$ cat src/rtl/bcd_pkg.sv
package bcd_pkg;
  localparam int unsigned DIGIT_W    = 4;
  localparam int unsigned LAST_DIGIT = 9;
  localparam int unsigned FOLD_BASE  = 17;

  typedef logic [DIGIT_W-1:0] digit_t;

  typedef enum logic [1:0] {
    MODE_HOLD = 2'd0,
    MODE_STEP = 2'd1,
    MODE_LOAD = 2'd2,
    MODE_ZERO = 2'd3
  } mode_e;
endpackage

$ cat src/rtl/bcd_mode_sel.sv
module bcd_mode_sel
  import bcd_pkg::*;
(
  input  logic  clear_n,
  input  logic  preset_n,
  input  logic  cnt_en,
  input  logic  chain_en,
  output mode_e mode
);
  always_comb begin
    if (!clear_n)                mode = MODE_ZERO;
    else if (!preset_n)          mode = MODE_LOAD;
    else if (cnt_en && chain_en) mode = MODE_STEP;
    else                         mode = MODE_HOLD;
  end
endmodule

$ cat src/rtl/bcd_successor.sv
module bcd_successor
  import bcd_pkg::*;
(
  input  digit_t cur,
  output digit_t nxt
);
  localparam digit_t LAST = digit_t'(LAST_DIGIT);

  // Decimal range wraps at LAST. Above it, even codes step up by one
  // and odd codes fold back into the decimal range.
  always_comb begin
    if (cur < LAST)
      nxt = cur + digit_t'(1);
    else if (cur == LAST)
      nxt = '0;
    else if (cur[0])
      nxt = digit_t'(FOLD_BASE[DIGIT_W:0] - {1'b0, cur});
    else
      nxt = cur + digit_t'(1);
  end
endmodule

$ cat src/rtl/bcd_chain_digit.sv
module bcd_chain_digit
  import bcd_pkg::*;
(
  input  logic               clk,
  input  logic               clear_n,
  input  logic               preset_n,
  input  logic [DIGIT_W-1:0] preset_val,
  input  logic               cnt_en,
  input  logic               chain_en,
  output logic [DIGIT_W-1:0] count,
  output logic               carry_out
);
  localparam digit_t LAST = digit_t'(LAST_DIGIT);

  mode_e  mode;
  digit_t count_q;
  digit_t step_val;

  bcd_mode_sel u_mode (
    .clear_n  (clear_n),
    .preset_n (preset_n),
    .cnt_en   (cnt_en),
    .chain_en (chain_en),
    .mode     (mode)
  );

  bcd_successor u_succ (
    .cur (count_q),
    .nxt (step_val)
  );

  always_ff @(posedge clk) begin
    case (mode)
      MODE_ZERO: count_q <= '0;
      MODE_LOAD: count_q <= preset_val;
      MODE_STEP: count_q <= step_val;
      default:   count_q <= count_q;
    endcase
  end

  assign count     = count_q;
  assign carry_out = chain_en && (count_q == LAST);
endmodule

$ cat config.mk
export PLATFORM = sky130hd
export DESIGN_NAME = bcd_chain_digit
export DESIGN_NICKNAME = d
export VERILOG_FILES = /design/src/rtl/bcd_pkg.sv /design/src/rtl/bcd_mode_sel.sv /design/src/rtl/bcd_successor.sv /design/src/rtl/bcd_chain_digit.sv
export SDC_FILE = /design/constraint.sdc
export NUM_CORES = 1
export LEC_CHECK = 0
export CAP_MARGIN = 20
export CORE_AREA = 2 2 39 41
export DETAILED_ROUTE_END_ITERATION = 8
export DIE_AREA = 0 0 41 43
export DONT_BUFFER_PORTS = 1
export PLACE_DENSITY = 0.52
export SETUP_SLACK_MARGIN = 0.1
export SLEW_MARGIN = 10
export SYNTH_ARGS = -nofsm -noshare
export SYNTH_HDL_FRONTEND = slang
export SYNTH_HIERARCHICAL = 1
export SYNTH_SLANG_ARGS = --single-unit
$ cat constraint.sdc
create_clock -name clk -period 5.45 [get_ports clk]
set_input_delay 1.09 -clock clk [delete_from_list [all_inputs] [get_ports clk]]
set_output_delay 1.09 -clock clk [all_outputs]
set_load 0.005 [all_outputs]
==> Word-level counts from Yosys, hierarchy flattened <==
Index checks and enable logic that the tools add are counted.
{ "word_totals": {"regBits": 4, "out_inout_bits": 5, "inputBits": 9, "word_cells": 18} }
{ "op_classes": {"mux": 7, "magnitude_cmp": 1, "n_reduce_logical": 3, "eq_ne": 4, "n_addsub": 2} }
{ "op_table": {"columns": ["operator", "count"], "rows": [
  ["$mux 4", 3],
  ["$pmux 4 s3", 1],
  ["$add 4x1->4 const B", 1],
  ["$eq 2x2->1 const B", 2],
  ["$eq 4x4->1 const B", 1],
  ["$lt 4x4->1 const B", 1],
  ["$mux 2", 2],
  ["$sub 1x4->4 const A", 1],
  ["$reduce_bool 3->1", 1],
  ["$eq 2x1->1 const B", 1],
  ["$logic_and 1x1->1", 2],
  ["$mux 1", 1]
]} }

==> Logic depth before layout (Yosys ltp) <==
Gate-level depths: netlist of the first run.
{ "logic_depth": {"depth_word": 6, "depth_mapped": 7} }

==> Modules after synthesis <==
The synthesis of the first run kept the hierarchy.
{ "by_module_without_submodules": {"columns": ["module", "instances", "cells_per_inst", "area_each_um2", "seq_area_each_um2"], "rows": [
  ["bcd_chain_digit", 1, 20, 236.5, 120.1],
  ["bcd_successor", 1, 28, 216.5, 0.0],
  ["bcd_mode_sel", 1, 3, 12.5, 0.0]
]} }

==> Worst setup path after synthesis of the first run <==
Ideal clock, no wire load.
{ "synth_timing": {"path_type": "input-to-output", "startpoint": "input port chain_en", "endpoint": "output port carry_out", "slack_ns": 3.076, "stages": 2, "required_ns": 4.360, "t_arrival_ns": 1.284, "n_path_buf": 0, "cell_sequence": "nand4b_1 -> nor2_1"} }
{ "synth_between": {"elab_chain_len": 1} }
{ "synth_lines": {"columns": ["element", "line_no", "source"], "rows": [
  ["start: declaration", "bcd_chain_digit.sv:9", "input logic chain_en,"],
  ["$logic_and 1x1->1", "bcd_chain_digit.sv:42", "assign carry_out = chain_en && (count_q == LAST);"],
  ["end: declaration", "bcd_chain_digit.sv:11", "output logic carry_out"]
]} }
Every way passes these cells.

==> Worst setup path after layout of the first run <==
Ends and elaborated chain as after synthesis.

==> results_dict.tcl, run 1 <==
set metrics [dict create \
    outcome "complete, no violations" \
    die_w_um 41 \
    arrival_ns 1.32 \
    core_area_sq_um 1384 \
    timing.fmax_mhz 415.7 \
    synth_top_area_cell "edfxtp_1" \
    wl_um 883 \
    critPathLaunchType "input pin" \
    place_hpwl_um 719.2 \
    cts_buffer_depth 2 \
    r2r_start "count[0]$_DFFE_PP_" \
    ctsHoldBuffers 0 \
    grt_use_met2_pct 16.25 \
    place_worst_setup_slack_ns 3.040 \
    p_total_mw 0.1058 \
    worst_pin_slew_ns 0.3685 \
    synth.area.top_cells "edfxtp_1, ha_1, a22oi_1, inv_1, nor2b_1" \
    cts.htree.levels 1 \
    clockRootBuffer "clkbuf_4" \
    max_stage_delay_ns 0.15 \
    drcViolationCount 0 \
    finalClockSkew_ns 0.002196 \
    cts.sinks 4 \
    synth_cell_types 20 \
    maxSlewViolCount 0 \
    synthAdderAreaFrac_pct 24.19 \
    crit_start "chain_en" \
    required_ns 4.36 \
    largest_reg_flops 4 \
    crit_family "simple AND/OR/NAND/NOR gates" \
    ios 14 \
    cts_resized 0 \
    syn_inst 51 \
    nets 74 \
    use_met3_pct 5.236 \
    drtIter0Drc 14 \
    wl_per_cell_um 12.61 \
    slew_headroom_pct 75.43 \
    die_h_um 43 \
    holdWs_ns 1.023 \
    syn2layout_area_growth_pct 9.140 \
    layout-drive-gt1-share_pct 11.11 \
    clk_pin_slew_worst_paths_ns 0.03 \
    mostFrequentLayoutCells "ha_1, inv_1" \
    finalSetupViolCount 0 \
    place.gp.congestion 0.6661 \
    start_util_pct 33.63 \
    multi_input_area_sq_um 319.1 \
    final_common_cell "ha_1" \
    synth-compound-area-share_pct 19.62 \
    fin_tns_setup_ns 0 \
    cp_slowest_cell "nor2_1" \
    fin_ws_ns 3.044 \
    crit_fanout 2 \
    fp-row-count 14 \
    clk_latency_ns 0.24 \
    cts_setup_buffers 0 \
    worstHoldStart "count[3]$_DFFE_PP_" \
    drt_first_pass_iters 4 \
    fill_cells 144 \
    io_buffers 0 \
    rsz0062_at_grt "false" \
    grt_use_total_pct 12.01 \
    numCtsBuffers 3 \
    overflow 0 \
    crit_path_end_kind "output pin" \
    power_density_nw_per_um2 208.3 \
    met1_usage_pct 15.69 \
    path_cells "nand4b_1 -> nor2_1" \
    grt_max_degree 12 \
    period_minus_slack_ns 2.406 \
    p_leak_nw 0.2225 \
    vias_per_cell 5.486 \
    antenna_found_initial 0 \
    first_global_vias 357 \
    yosysWarningCount 6 \
    postRouteAntennaNets 0 \
    final-seq-area_sq_um 120.1 \
    antenna_cells 0 \
    min_period_over_period_pct 44.14 \
    finalHoldViolCount 0 \
    postSynthAreaPerCell_sq_um 9.126 \
    synth_top_family_by_area "simple AND/OR/NAND/NOR gates" \
    synth.area.mux_share_pct 0 \
    via_count 384 \
    die_area_sq_um 1763 \
    crit_type "in2out" \
    critical_path_buf_inv_count 0 \
    grt_pass1_wl_mm 1.435 \
    cts_tree "built" \
    synth-xor-area-share_pct 0 \
    ys_seq_area_share_pct 25.81 \
    ys_ff_latch 4 \
    vdd_ir_drop_max_mv 0.1005 \
    maxCapViolations 0 \
    synth_fp_nets 69 \
    synth_area_sq_um 465.4 \
    synthSimpleGateAreaFrac_pct 24.73 \
    synth_top_cell_area_share_pct 25.81 \
    grt-busiest-layer "met2" \
    min-delay-path-class "reg2reg" \
]
## layout make-up
| cell class | count | area share (%) |
|---|---|---|
| flip-flops and latches | 4 | 23.65 |
| inverters | 7 | 5.172 |
| well taps | 16 | 3.941 |
| clock buffers | 3 | 4.433 |
| multi-input cells | 40 | 62.81 |
## path summary, 6_finish.rpt
path / endpoint / slack (ns) / cells after the start
setup / recovery: carry_out / 3.04 / 2
setup reg to reg: count[3]$_DFFE_PP_ / 3.51 / 7
hold / removal: count[3]$_DFFE_PP_ / 1.02 / 4
hold reg to reg: count[3]$_DFFE_PP_ / 1.02 / 4
## layer usage
metal  routed length, um  share of wire, %
met1                 392                44
met5                   0                 0
met2                 387                44
met4                  14               1.6
met3                  88                10
## synth_stat cells
| master | number |
|---|---|
| nor2b_1 | 4 |
| edfxtp_1 | 4 |
| a22oi_1 | 4 |
| and3b_2 | 1 |
| nor2_1 | 4 |
| o21ai_0 | 2 |
| nor2b_4 | 1 |
| ha_1 | 9 |
| o2bb2ai_1 | 1 |
| inv_1 | 7 |
| a211o_1 | 1 |
| nand3_1 | 1 |
| nand2_1 | 4 |
| nand4b_1 | 1 |
| o221ai_1 | 1 |
| or3b_1 | 1 |
| nor3b_1 | 1 |
| a31oi_1 | 2 |
| nand4_1 | 1 |
| o211ai_2 | 1 |
## metrics by stage
| stage | util, % | std cells | cell area [sq um] |
|---|---|---|---|
| after floorplan | - | 51 | 465.4 |
| after global placement | 35.08 | 67 | 485.5 |
| after detailed placement | 35.08 | 67 | 485.5 |
| after CTS | 36.71 | 70 | 508.0 |
| after global routing | 36.71 | 70 | 508.0 |
| final | 36.71 | 70 | 508.0 |
## cells by family after synthesis
| group | Yosys count |
|---|---|
| fa+ha+maj | 9 |
| simple gates | 19 |
| compound gates | 12 |
| buf+inv | 7 |
| flops | 4 |
## power by group
| group | internal [mW] | switching [mW] | total, mW | leakage [nW] |
|---|---|---|---|---|
| Clock | 0.0246 | 0.0119 | 0.0366 | 0.0138 |
| Combinational | 0.0123 | 0.0135 | 0.0258 | 0.162 |
| Sequential | 0.0373 | 0.00612 | 0.0435 | 0.0463 |
| Total | 0.0742 | 0.0316 | 0.106 | 0.223 |
Power figures use the tool's default switching activity.
==> run 2: changes to the inputs <==
==> constraint.sdc (replaced) <==
create_clock -name clk -period 2.22 [get_ports clk]
set_input_delay 0.444 -clock clk [delete_from_list [all_inputs] [get_ports clk]]
set_output_delay 0.444 -clock clk [all_outputs]
set_load 0.005 [all_outputs]
==> results_dict.tcl, run 2 (same netlist as run 1, synthesis figures left out) <==
set metrics [dict create \
    outcome "complete, no violations" \
    antenna_found_initial 0 \
    die_h_um 43 \
    first_global_vias 331 \
    wl_met3_um 76 \
    overflow 0 \
    crit_type "reg2reg" \
    wl_per_cell_um 12.82 \
    r2r_start "count[1]$_DFFE_PP_" \
    clk_latency_ns 0.23 \
    final_common_cell "ha_1" \
    finalClockSkew_ns 0.0004756 \
    finalSetupViolCount 0 \
    power_density_nw_per_um2 505.6 \
    critPathLaunchType "flop" \
    whs_endpoint "count[1]$_DFFE_PP_" \
    period_minus_slack_ns 1.885 \
    io_buffers 0 \
    path_cells "inv_1 -> ha_1 -> nor2_1 -> o21ai_0 -> o221ai_1 -> a22oi_1 -> nor2b_1" \
    crit_fanout 6 \
    via_count 383 \
    m1WireLength_um 436 \
    fp-row-count 14 \
    core_area_sq_um 1384 \
    dp.cells 69 \
    cts_resized 0 \
    postRouteAntennaNets 0 \
    cts_buffer_depth 2 \
    top_layer "met4" \
    finalHoldViolCount 0 \
    syn2layout_area_growth_pct 12.37 \
    rsz0062_at_grt "false" \
    grt_pass1_wl_mm 1.366 \
    ctsHoldBuffers 0 \
    fill_cells 142 \
    start_util_pct 33.63 \
    cts.htree.levels 1 \
    place.gp.congestion 0.6364 \
    min_period_over_period_pct 84.93 \
    largest_reg_flops 4 \
    whs_path_depth 2 \
    r2r-end "count[3]$_DFFE_PP_" \
    layout-drive-gt1-share_pct 14.29 \
    reg2reg_depth 7 \
    drt_first_pass_iters 4 \
    die_w_um 41 \
    drtIter0Drc 11 \
    nets 76 \
    p_leak_nw 0.2330 \
    cts_setup_buffers 0 \
    place_hpwl_um 765.7 \
    clk_pin_slew_worst_paths_ns 0.04 \
    cp_slowest_cell "edfxtp_1" \
    reg2reg_slack_ns 0.33 \
    die_area_sq_um 1763 \
    timing.fmax_mhz 530.4 \
    worst_pin_slew_ns 0.2837 \
    worstHoldStart "preset_val[1]" \
    final_cells 72 \
    mostFrequentLayoutCells "ha_1, inv_1" \
    maxSlewViolCount 0 \
    ios 14 \
    vias_per_cell 5.319 \
    min-delay-path-class "in2reg" \
    clockRootBuffer "clkbuf_4" \
    numCtsBuffers 3 \
    cts_tree "built" \
    grt_max_degree 11 \
    crit_path_end_kind "flop" \
    drcViolationCount 0 \
    wl_um 923 \
    wl_met2_um 393 \
    antenna_cells 0 \
    vdd_ir_drop_max_mv 0.2545 \
    cts.sinks 4 \
    required_ns 2.20 \
    arrival_ns 1.86 \
    slew_headroom_pct 81.08 \
    grt_use_total_pct 11.62 \
    fin_tns_setup_ns 0 \
    maxCapViolations 0 \
    max_stage_delay_ns 0.47 \
]
-- run 2: layout make-up --
type | instances | area [sq um] | share of cell area, %
Tap cell | 16 | 20.02 | 3.828
Timing Repair Buffer | 2 | 15.01 | 2.871
Sequential cell | 4 | 120.1 | 22.97
Clock buffer | 3 | 22.52 | 4.306
Inverter | 7 | 26.28 | 5.024
Multi-Input combinational cell | 40 | 319.1 | 61.00
-- run 2: worst max-delay path by stage --
| stage | from | end | slack [ns] | cells past startpoint |
|---|---|---|---|---|
| 4_1_cts | count[1]$_DFFE_PP_ | count[3]$_DFFE_PP_ | 0.36 | 7 |
| 3_3_place_gp | count[1]$_DFFE_PP_ | count[3]$_DFFE_PP_ | 0.38 | 7 |
| 5_1_grt | count[1]$_DFFE_PP_ | count[3]$_DFFE_PP_ | 0.23 | 7 |
| 3_5_place_dp | count[1]$_DFFE_PP_ | count[3]$_DFFE_PP_ | 0.36 | 7 |
| 2_1_floorplan | count[0]$_DFFE_PP_ | count[3]$_DFFE_PP_ | 0.49 | 7 |
| 6_report | count[1]$_DFFE_PP_ | count[3]$_DFFE_PP_ | 0.33 | 7 |
-- run 2: per-stage QoR --
step	utilization, %	cell area [sq um]	power [mW]	setup WS, ns	hold slack [ns]
3_5_place_dp	36.17	500.5	0.1777	0.3642	0.7088
5_1_grt	37.79	523.0	0.2864	0.2281	0.4734
6_report	37.79	523.0	0.2645	0.3346	0.4745
3_3_place_gp	36.17	500.5	0.1764	0.3765	0.7108
2_1_floorplan	-	465.4	0.1573	0.4850	0.6909
4_1_cts	37.79	523.0	0.2673	0.3595	0.4675
-- run 2: worst max-delay path: cells and delay by family (launching register included) --
kind / cells / cell delay, ns
flip-flops: 1 / 0.47
AND/OR/NAND/NOR: 2 / 0.14
buffers and inverters: 1 / 0.15
adder cells (fa/ha/maj): 1 / 0.26
AO/OA/AOI/OAI: 3 / 0.60
-- run 2: where the power goes --
group          internal (mW)  switching, mW
logic                 0.0340         0.0426
clock network         0.0604         0.0282
registers             0.0914        0.00796
total                  0.186         0.0787
-- run 2: metal layers --
| layer | up-vias | GRT usage (%) |
|---|---|---|
| met5 | - | 0 |
| met4 | 0 | 6.000 |
| met3 | 2 | 2.094 |
| met2 | 21 | 17.19 |
| met1 | 162 | 15.41 |
| li1 | 198 | - |
